**config.mk**
```make
export PLATFORM = sky130hd
export DESIGN_NAME = rtc_cmd_seq
export DESIGN_NICKNAME = d
export VERILOG_FILES = /design/src/rtl/rtc_cmd_pkg.sv /design/src/rtl/rtc_addr_seq.sv /design/src/rtl/rtc_clk_stage.sv /design/src/rtl/rtc_cmd_seq.sv
export SDC_FILE = /design/constraint.sdc
export NUM_CORES = 1
export LEC_CHECK = 0
export ABC_AREA = 1
export BUFFER_PORTS_ARGS = -buffer_cell sky130_fd_sc_hd__buf_2
export CORE_ASPECT_RATIO = 1.25
export CORE_MARGIN = 1
export CORE_UTILIZATION = 54
export CTS_CLUSTER_SIZE = 20
export DETAILED_ROUTE_END_ITERATION = 8
export GPL_TIMING_DRIVEN = 1
export PLACE_DENSITY = 0.84
export SLEW_MARGIN = 5
export SYNTH_ARGS = -nofsm -noshare
export SYNTH_HDL_FRONTEND = slang
export SYNTH_SLANG_ARGS = --single-unit
```
**constraint.sdc**
```tcl
create_clock -name clk -period 2 [get_ports clk]
set_input_delay 0 -clock clk [delete_from_list [all_inputs] [get_ports clk]]
set_output_delay 0 -clock clk [all_outputs]
set_load 0.1 [all_outputs]
```
**src/rtl/rtc_cmd_pkg.sv**
```systemverilog
package rtc_cmd_pkg;

  typedef enum logic [2:0] {
    MD_NONE,
    MD_RAM_ONE,
    MD_RAM_BURST,
    MD_REG_ONE,
    MD_CLK_BURST
  } mode_e;

  typedef struct packed {
    mode_e      mode;
    logic       rd;
    logic [7:0] start;
  } cmd_t;

  // Command space: 00/01 clock burst, then one even/odd pair per clock
  // register, then one pair per RAM byte from ram_base, then the RAM burst pair.
  function automatic cmd_t decode_cmd(input logic [7:0] c,
                                      input logic [7:0] ram_base,
                                      input int unsigned ram_depth,
                                      input int unsigned nreg);
    cmd_t d;
    int unsigned cv, rb, ram_end;
    cv      = 32'(c);
    rb      = 32'(ram_base);
    ram_end = rb + 2 * ram_depth;
    d.mode  = MD_NONE;
    d.rd    = c[0];
    d.start = '0;
    if (cv < 2) begin
      d.mode = MD_CLK_BURST;
    end else if (cv < 2 + 2 * nreg) begin
      d.mode  = MD_REG_ONE;
      d.start = 8'((cv - 2) >> 1);
    end else if (cv >= rb && cv < ram_end) begin
      d.mode  = MD_RAM_ONE;
      d.start = 8'((cv - rb) >> 1);
    end else if (cv == ram_end || cv == ram_end + 1) begin
      d.mode = MD_RAM_BURST;
    end
    return d;
  endfunction

endpackage

```
**src/rtl/rtc_addr_seq.sv**
```systemverilog
module rtc_addr_seq #(
  parameter int AW = 7
) (
  input  logic          clk,
  input  logic          rst_n,
  input  logic          load,
  input  logic [AW-1:0] load_addr,
  input  logic [AW-1:0] load_last,
  input  logic          step,
  output logic [AW-1:0] addr,
  output logic          done
);

  logic [AW-1:0] last_q;

  always_ff @(posedge clk) begin
    if (!rst_n) begin
      addr   <= '0;
      last_q <= '0;
      done   <= 1'b1;
    end else if (load) begin
      addr   <= load_addr;
      last_q <= load_last;
      done   <= 1'b0;
    end else if (step && !done) begin
      if (addr == last_q) done <= 1'b1;
      else                addr <= addr + 1'b1;
    end
  end

  AST_NO_WRAP: assert property (@(posedge clk) disable iff (!rst_n)
    (step && !load && !done && addr == last_q) |=> (done && addr == $past(addr)));

endmodule

```
**src/rtl/rtc_clk_stage.sv**
```systemverilog
module rtc_clk_stage #(
  parameter int NREG = 8,
  parameter int DW   = 8,
  localparam int RW  = $clog2(NREG)
) (
  input  logic               clk,
  input  logic               rst_n,
  input  logic               wr_en,
  input  logic [RW-1:0]      idx,
  input  logic [DW-1:0]      din,
  output logic [NREG*DW-1:0] dout
);

  for (genvar g = 0; g < NREG; g++) begin : g_slot
    always_ff @(posedge clk) begin
      if (!rst_n)                        dout[g*DW +: DW] <= '0;
      else if (wr_en && idx == RW'(g))   dout[g*DW +: DW] <= din;
    end
  end

endmodule

```
**src/rtl/rtc_cmd_seq.sv**
```systemverilog
module rtc_cmd_seq
  import rtc_cmd_pkg::*;
#(
  parameter logic [7:0] RAM_BASE  = 8'h3E,
  parameter int         RAM_DEPTH = 96,
  parameter int         NREG      = 8,
  parameter int         DW        = 8,
  localparam int        AW        = $clog2(RAM_DEPTH),
  localparam int        RW        = $clog2(NREG),
  localparam int        CTRL_IDX  = NREG - 1
) (
  input  logic               clk,
  input  logic               rst_n,
  input  logic               cmd_valid,
  input  logic [7:0]         cmd_byte,
  input  logic               byte_valid,
  input  logic [DW-1:0]      byte_data,
  input  logic               rd_req,
  input  logic               stop,
  input  logic               ctl_wp,
  output logic [AW-1:0]      ram_addr,
  output logic [DW-1:0]      ram_wdata,
  output logic               ram_we,
  output logic               ram_re,
  output logic [RW-1:0]      reg_idx,
  output logic [DW-1:0]      reg_wdata,
  output logic               reg_we,
  output logic               reg_re,
  output logic               burst_load,
  output logic [NREG*DW-1:0] burst_data
);

  cmd_t  dec;
  mode_e mode_q;
  logic  rd_q, wp_lat_q;

  logic [AW-1:0] seq_addr, load_addr, load_last;
  logic          seq_done;

  // Named events for the assertions.
  logic xfer_ev, wr_ev, rd_ev, stop_ev;
  logic is_ram, is_reg, is_clk;
  logic ram_wr_go, ram_rd_go, reg_wr_go, reg_rd_go;
  logic stage_wr, stage_full, commit_go;

  assign dec = decode_cmd(cmd_byte, RAM_BASE, RAM_DEPTH, NREG);

  always_comb begin
    case (dec.mode)
      MD_RAM_BURST: begin load_addr = '0; load_last = AW'(RAM_DEPTH - 1); end
      MD_CLK_BURST: begin load_addr = '0; load_last = AW'(NREG - 1);      end
      default:      begin load_addr = AW'(dec.start); load_last = AW'(dec.start); end
    endcase
  end

  assign is_ram = (mode_q == MD_RAM_ONE) || (mode_q == MD_RAM_BURST);
  assign is_reg = (mode_q == MD_REG_ONE);
  assign is_clk = (mode_q == MD_CLK_BURST);

  assign xfer_ev = !cmd_valid && (mode_q != MD_NONE) && !seq_done &&
                   (rd_q ? rd_req : byte_valid);
  assign wr_ev   = xfer_ev && !rd_q;
  assign rd_ev   = xfer_ev && rd_q;
  assign stop_ev = stop && !cmd_valid;

  assign ram_wr_go  = wr_ev && is_ram && !ctl_wp;
  assign ram_rd_go  = rd_ev && is_ram;
  assign reg_wr_go  = wr_ev && is_reg && (!ctl_wp || seq_addr == AW'(CTRL_IDX));
  assign reg_rd_go  = rd_ev && (is_reg || is_clk);
  assign stage_wr   = wr_ev && is_clk;
  assign stage_full = seq_done || (stage_wr && seq_addr == AW'(NREG - 1));
  assign commit_go  = stop_ev && is_clk && !rd_q && stage_full && !wp_lat_q;

  rtc_addr_seq #(.AW(AW)) u_seq (
    .clk       (clk),
    .rst_n     (rst_n),
    .load      (cmd_valid),
    .load_addr (load_addr),
    .load_last (load_last),
    .step      (xfer_ev),
    .addr      (seq_addr),
    .done      (seq_done)
  );

  rtc_clk_stage #(.NREG(NREG), .DW(DW)) u_stage (
    .clk   (clk),
    .rst_n (rst_n),
    .wr_en (stage_wr),
    .idx   (seq_addr[RW-1:0]),
    .din   (byte_data),
    .dout  (burst_data)
  );

  always_ff @(posedge clk) begin
    if (!rst_n) begin
      mode_q   <= MD_NONE;
      rd_q     <= 1'b0;
      wp_lat_q <= 1'b0;
    end else if (cmd_valid) begin
      mode_q   <= dec.mode;
      rd_q     <= dec.rd;
      wp_lat_q <= ctl_wp;
    end else if (stop_ev) begin
      mode_q   <= MD_NONE;
    end
  end

  always_ff @(posedge clk) begin
    if (!rst_n) begin
      ram_we     <= 1'b0;
      ram_re     <= 1'b0;
      reg_we     <= 1'b0;
      reg_re     <= 1'b0;
      burst_load <= 1'b0;
      ram_addr   <= '0;
      ram_wdata  <= '0;
      reg_idx    <= '0;
      reg_wdata  <= '0;
    end else begin
      ram_we     <= ram_wr_go;
      ram_re     <= ram_rd_go;
      reg_we     <= reg_wr_go;
      reg_re     <= reg_rd_go;
      burst_load <= commit_go;
      if (ram_wr_go || ram_rd_go) ram_addr  <= seq_addr;
      if (ram_wr_go)              ram_wdata <= byte_data;
      if (reg_wr_go || reg_rd_go) reg_idx   <= seq_addr[RW-1:0];
      if (reg_wr_go)              reg_wdata <= byte_data;
    end
  end

  AST_RAM_IN_RANGE: assert property (@(posedge clk) disable iff (!rst_n)
    (ram_we || ram_re) |-> (ram_addr < AW'(RAM_DEPTH)));
  AST_RAM_WP: assert property (@(posedge clk) disable iff (!rst_n)
    ram_we |-> !$past(ctl_wp));
  AST_REG_WP: assert property (@(posedge clk) disable iff (!rst_n)
    (reg_we && reg_idx != RW'(CTRL_IDX)) |-> !$past(ctl_wp));
  AST_LOAD_AT_STOP: assert property (@(posedge clk) disable iff (!rst_n)
    burst_load |-> $past(stop));
  AST_LOAD_UNPROT: assert property (@(posedge clk) disable iff (!rst_n)
    burst_load |-> !$past(wp_lat_q));
  AST_IDLE_QUIET: assert property (@(posedge clk) disable iff (!rst_n)
    (mode_q == MD_NONE) |=> !(ram_we || ram_re || reg_we || reg_re));
  AST_ONE_STROBE: assert property (@(posedge clk) disable iff (!rst_n)
    $onehot0({ram_we, ram_re, reg_we, reg_re, burst_load}));

endmodule

```
==> impl_metrics.env <==
export IMPL_start_kind="flip-flop"
export IMPL_wl_um=13500
export IMPL_cts_max_path_buffers=2
export IMPL_yosys_area_top_type="dfxtp_1"
export IMPL_clkTransAtPathRegs_ns=0.05
export IMPL_postSynthCellCount=711
export IMPL_setup_viol=0
export IMPL_cp_data_required_time_ns=2.33
export IMPL_yosysSeqAreaShare=0.455
export IMPL_skew_ns=0.00497
export IMPL_worstMarginPinSlew_ns=0.615
export IMPL_fin_setup_tns_ns=0
export IMPL_grt_overflow=0
export IMPL_reg2reg_depth=10
export IMPL_root_buffer="clkbuf_16"
export IMPL_holdPathStages=3
export IMPL_ant_nets=0
export IMPL_clock_latency_ns=0.41
export IMPL_min_delay_start="byte_data[3]"
export IMPL_h_tree_depth=4
export IMPL_rrSetupSlack_ns=0.20
export IMPL_r2r_end="u_stage.dout[1]$_SDFFE_PN0P_"
export IMPL_r2r_start="rd_q$_SDFFE_PN0P_"
export IMPL_status="finished clean"
export IMPL_fp_row_count=39
export IMPL_layout_drive_gt1_share=0.209
export IMPL_relSlewSlack=0.590
export IMPL_layout_setup_ws_ns=0.205
export IMPL_routedWlPerCell_um=13.9
export IMPL_arrival_ns=2.12
export IMPL_clock_sinks=115
export IMPL_antenna_found_initial=0
export IMPL_multi_input_area_um2=2320
export IMPL_finalHoldViolations=0
export IMPL_drtIter0Drc=361
export IMPL_grt_pass1_wl_um=21200
export IMPL_numCtsBuffers=17
export IMPL_drv_cap=0
export IMPL_cts_tree="yes"
export IMPL_final_cell_mix="nand2_1, buf_2, dfxtp_1"
export IMPL_grt_util_met1=0.323
export IMPL_leakage_nw=3.07
export IMPL_drc=0
export IMPL_ioPinCount=118
export IMPL_ys_ff_latch=115
export IMPL_busiest_layer="met2"
export IMPL_gr_usage_met3=0.0715
export IMPL_dieWidth_um=88.6
export IMPL_start_util=0.554
export IMPL_pre_cts_ws_ns=0.186
export IMPL_finalNetCount=868
export IMPL_rsz0062_at_grt="false"
export IMPL_period_share=0.898
export IMPL_peakVddDrop_mv=0.574
export IMPL_cp_max_fo=16
export IMPL_grtUsageTotal=0.285
export IMPL_met2_usage=0.501
export IMPL_grt_max_degree=59
export IMPL_fin_crit_ns=1.80
export IMPL_seqCellArea_um2=2300
export IMPL_hpwl_um=9120
export IMPL_design_core_area_um2=9130
export IMPL_vias_per_cell=5.25
export IMPL_first_pass_iters=6
export IMPL_final_common_cell="nand2_1"
export IMPL_areaGrowthSynthToFinish_pct=27.0
export IMPL_grt_pass1_vias=4640
export IMPL_synth_top_cell_area_share=0.455
export IMPL_hold_end="u_stage.dout[3]$_SDFFE_PN0P_"
export IMPL_finalMaxSlewViolations=0
export IMPL_gp_congestion=0.862
export IMPL_die_area_um2=9760
export IMPL_power_density_nw_per_um2=915
export IMPL_diodes=0
export IMPL_fp_dieH_um=110
export IMPL_fillCellCount=746
export IMPL_vias=5107
export IMPL_port_buffers=117
export IMPL_ys_warn_count=0
export IMPL_yosys_top_cells_area="dfxtp_1, nand2_1, a21oi_1"
export IMPL_worstHoldPathType="input pin to flip-flop"
export IMPL_synthesis_nets=742
export IMPL_synth_area_per_cell_um2=7.11
export IMPL_cp_end_kind="flip-flop"
export IMPL_timing_fmax_mhz=557
export IMPL_crit_type="flip-flop to flip-flop"
export IMPL_synth_cell_types=30
export IMPL_synth_area_um2=5060
-- cell families after synthesis --
group                    after synthesis  synth area share
AND/OR/NAND/NOR                      349             0.293
XOR/XNOR                               8            0.0139
AO/OA/AOI/OAI                        128             0.129
flip-flops                           115             0.455
adder cells (fa/ha/maj)                8            0.0198
buffers and inverters                103            0.0893
-- registers in the layout (all words and copies together), names as in the netlist --
name	cells
u_seq.last_q	7
ram_addr	7
u_seq.done	1
reg_idx	3
u_seq.addr	7
burst_load	1
ram_re	1
ram_wdata	8
reg_re	1
reg_wdata	8
rd_q	1
wp_lat_q	1
reg_we	1
mode_q	3
ram_we	1
u_stage.dout	64
-- layout make-up --
class / count / area share
Tap cell: 123 / 0.0240
Sequential cell: 115 / 0.358
Inverter: 69 / 0.0403
Clock inverter: 10 / 0.0203
Clock buffer: 22 / 0.0738
Multi-Input combinational cell: 494 / 0.362
Timing Repair Buffer: 140 / 0.121
-- worst max path at each step --
stage / startpoint / to / slack, ns / depth (start not counted)
CTS: u_seq.done$_SDFFE_PN1P_ / u_stage.dout[15]$_SDFFE_PN0P_ / 0.15 / 10
global placement: rd_q$_SDFFE_PN0P_ / u_stage.dout[18]$_SDFFE_PN0P_ / 0.25 / 10
floorplan: u_seq.addr[0]$_SDFFE_PN0P_ / reg_wdata[0]$_SDFFE_PN0P_ / 0.38 / 10
finish: rd_q$_SDFFE_PN0P_ / u_stage.dout[1]$_SDFFE_PN0P_ / 0.20 / 10
detailed placement: rd_q$_SDFFE_PN0P_ / u_stage.dout[21]$_SDFFE_PN0P_ / 0.19 / 10
global route: rd_q$_SDFFE_PN0P_ / u_stage.dout[6]$_SDFFE_PN0P_ / 0.05 / 10
-- power by group --
| group | total (mW) | switching (mW) | internal [mW] | leakage [nW] |
|---|---|---|---|---|
| combinational | 0.456 | 0.314 | 0.142 | 1.85 |
| sequential | 2.36 | 0.0330 | 2.33 | 0.930 |
| clock | 3.06 | 1.02 | 2.04 | 0.296 |
-- critical path, stage by stage (launching register included) --
cell and delay [ns]:
dfxtp_1 0.34, inv_2 0.09, nor2_1 0.05, nor2_2 0.11, nand2_2 0.09, nor2_4 0.13, nand2_4 0.13, nor2_8 0.25
buf_4 0.25, nand3_1 0.09, a21oi_1 0.18
-- synthesized netlist by cell type (all sizes together) --
library cell  number
clkbuf            21
nand2            166
nand3             65
nor3               2
clkinv             5
a211oi             1
o211ai             1
o21bai             1
xor2               3
a21oi             83
nor2             106
nand4              9
ha                 8
o21ai             42
xnor2              5
buf               13
nand3b             1
inv               64
dfxtp            115
-- through the flow --
stage	hold slack [ns]	cells	area [µm²]	utilization	power [mW]
after floorplan	0.144	711	5060	-	2.70
after global placement	0.293	932	5720	0.626	2.82
after detailed placement	0.295	932	5720	0.626	2.83
after CTS	0.00129	972	6400	0.701	5.88
after global routing	0.0124	973	6420	0.704	6.06
final	0.00748	973	6420	0.704	5.88
-- routing by layer --
layer / part of all wire / routed length (µm)
met3: 0.068 / 913
met2: 0.51 / 6850
met1: 0.40 / 5350
met4: 0.028 / 374
met5: 0 / 0
-- what timing repair did --
action | in CTS | in global routing
resized for setup | 0 | 3
buffers inserted | 0 | 0
hold buffers | 8 | 0
hold endpoints to repair | 31 | 0
setup endpoints to repair | 0 | 34
Power figures use the tool's default switching activity.
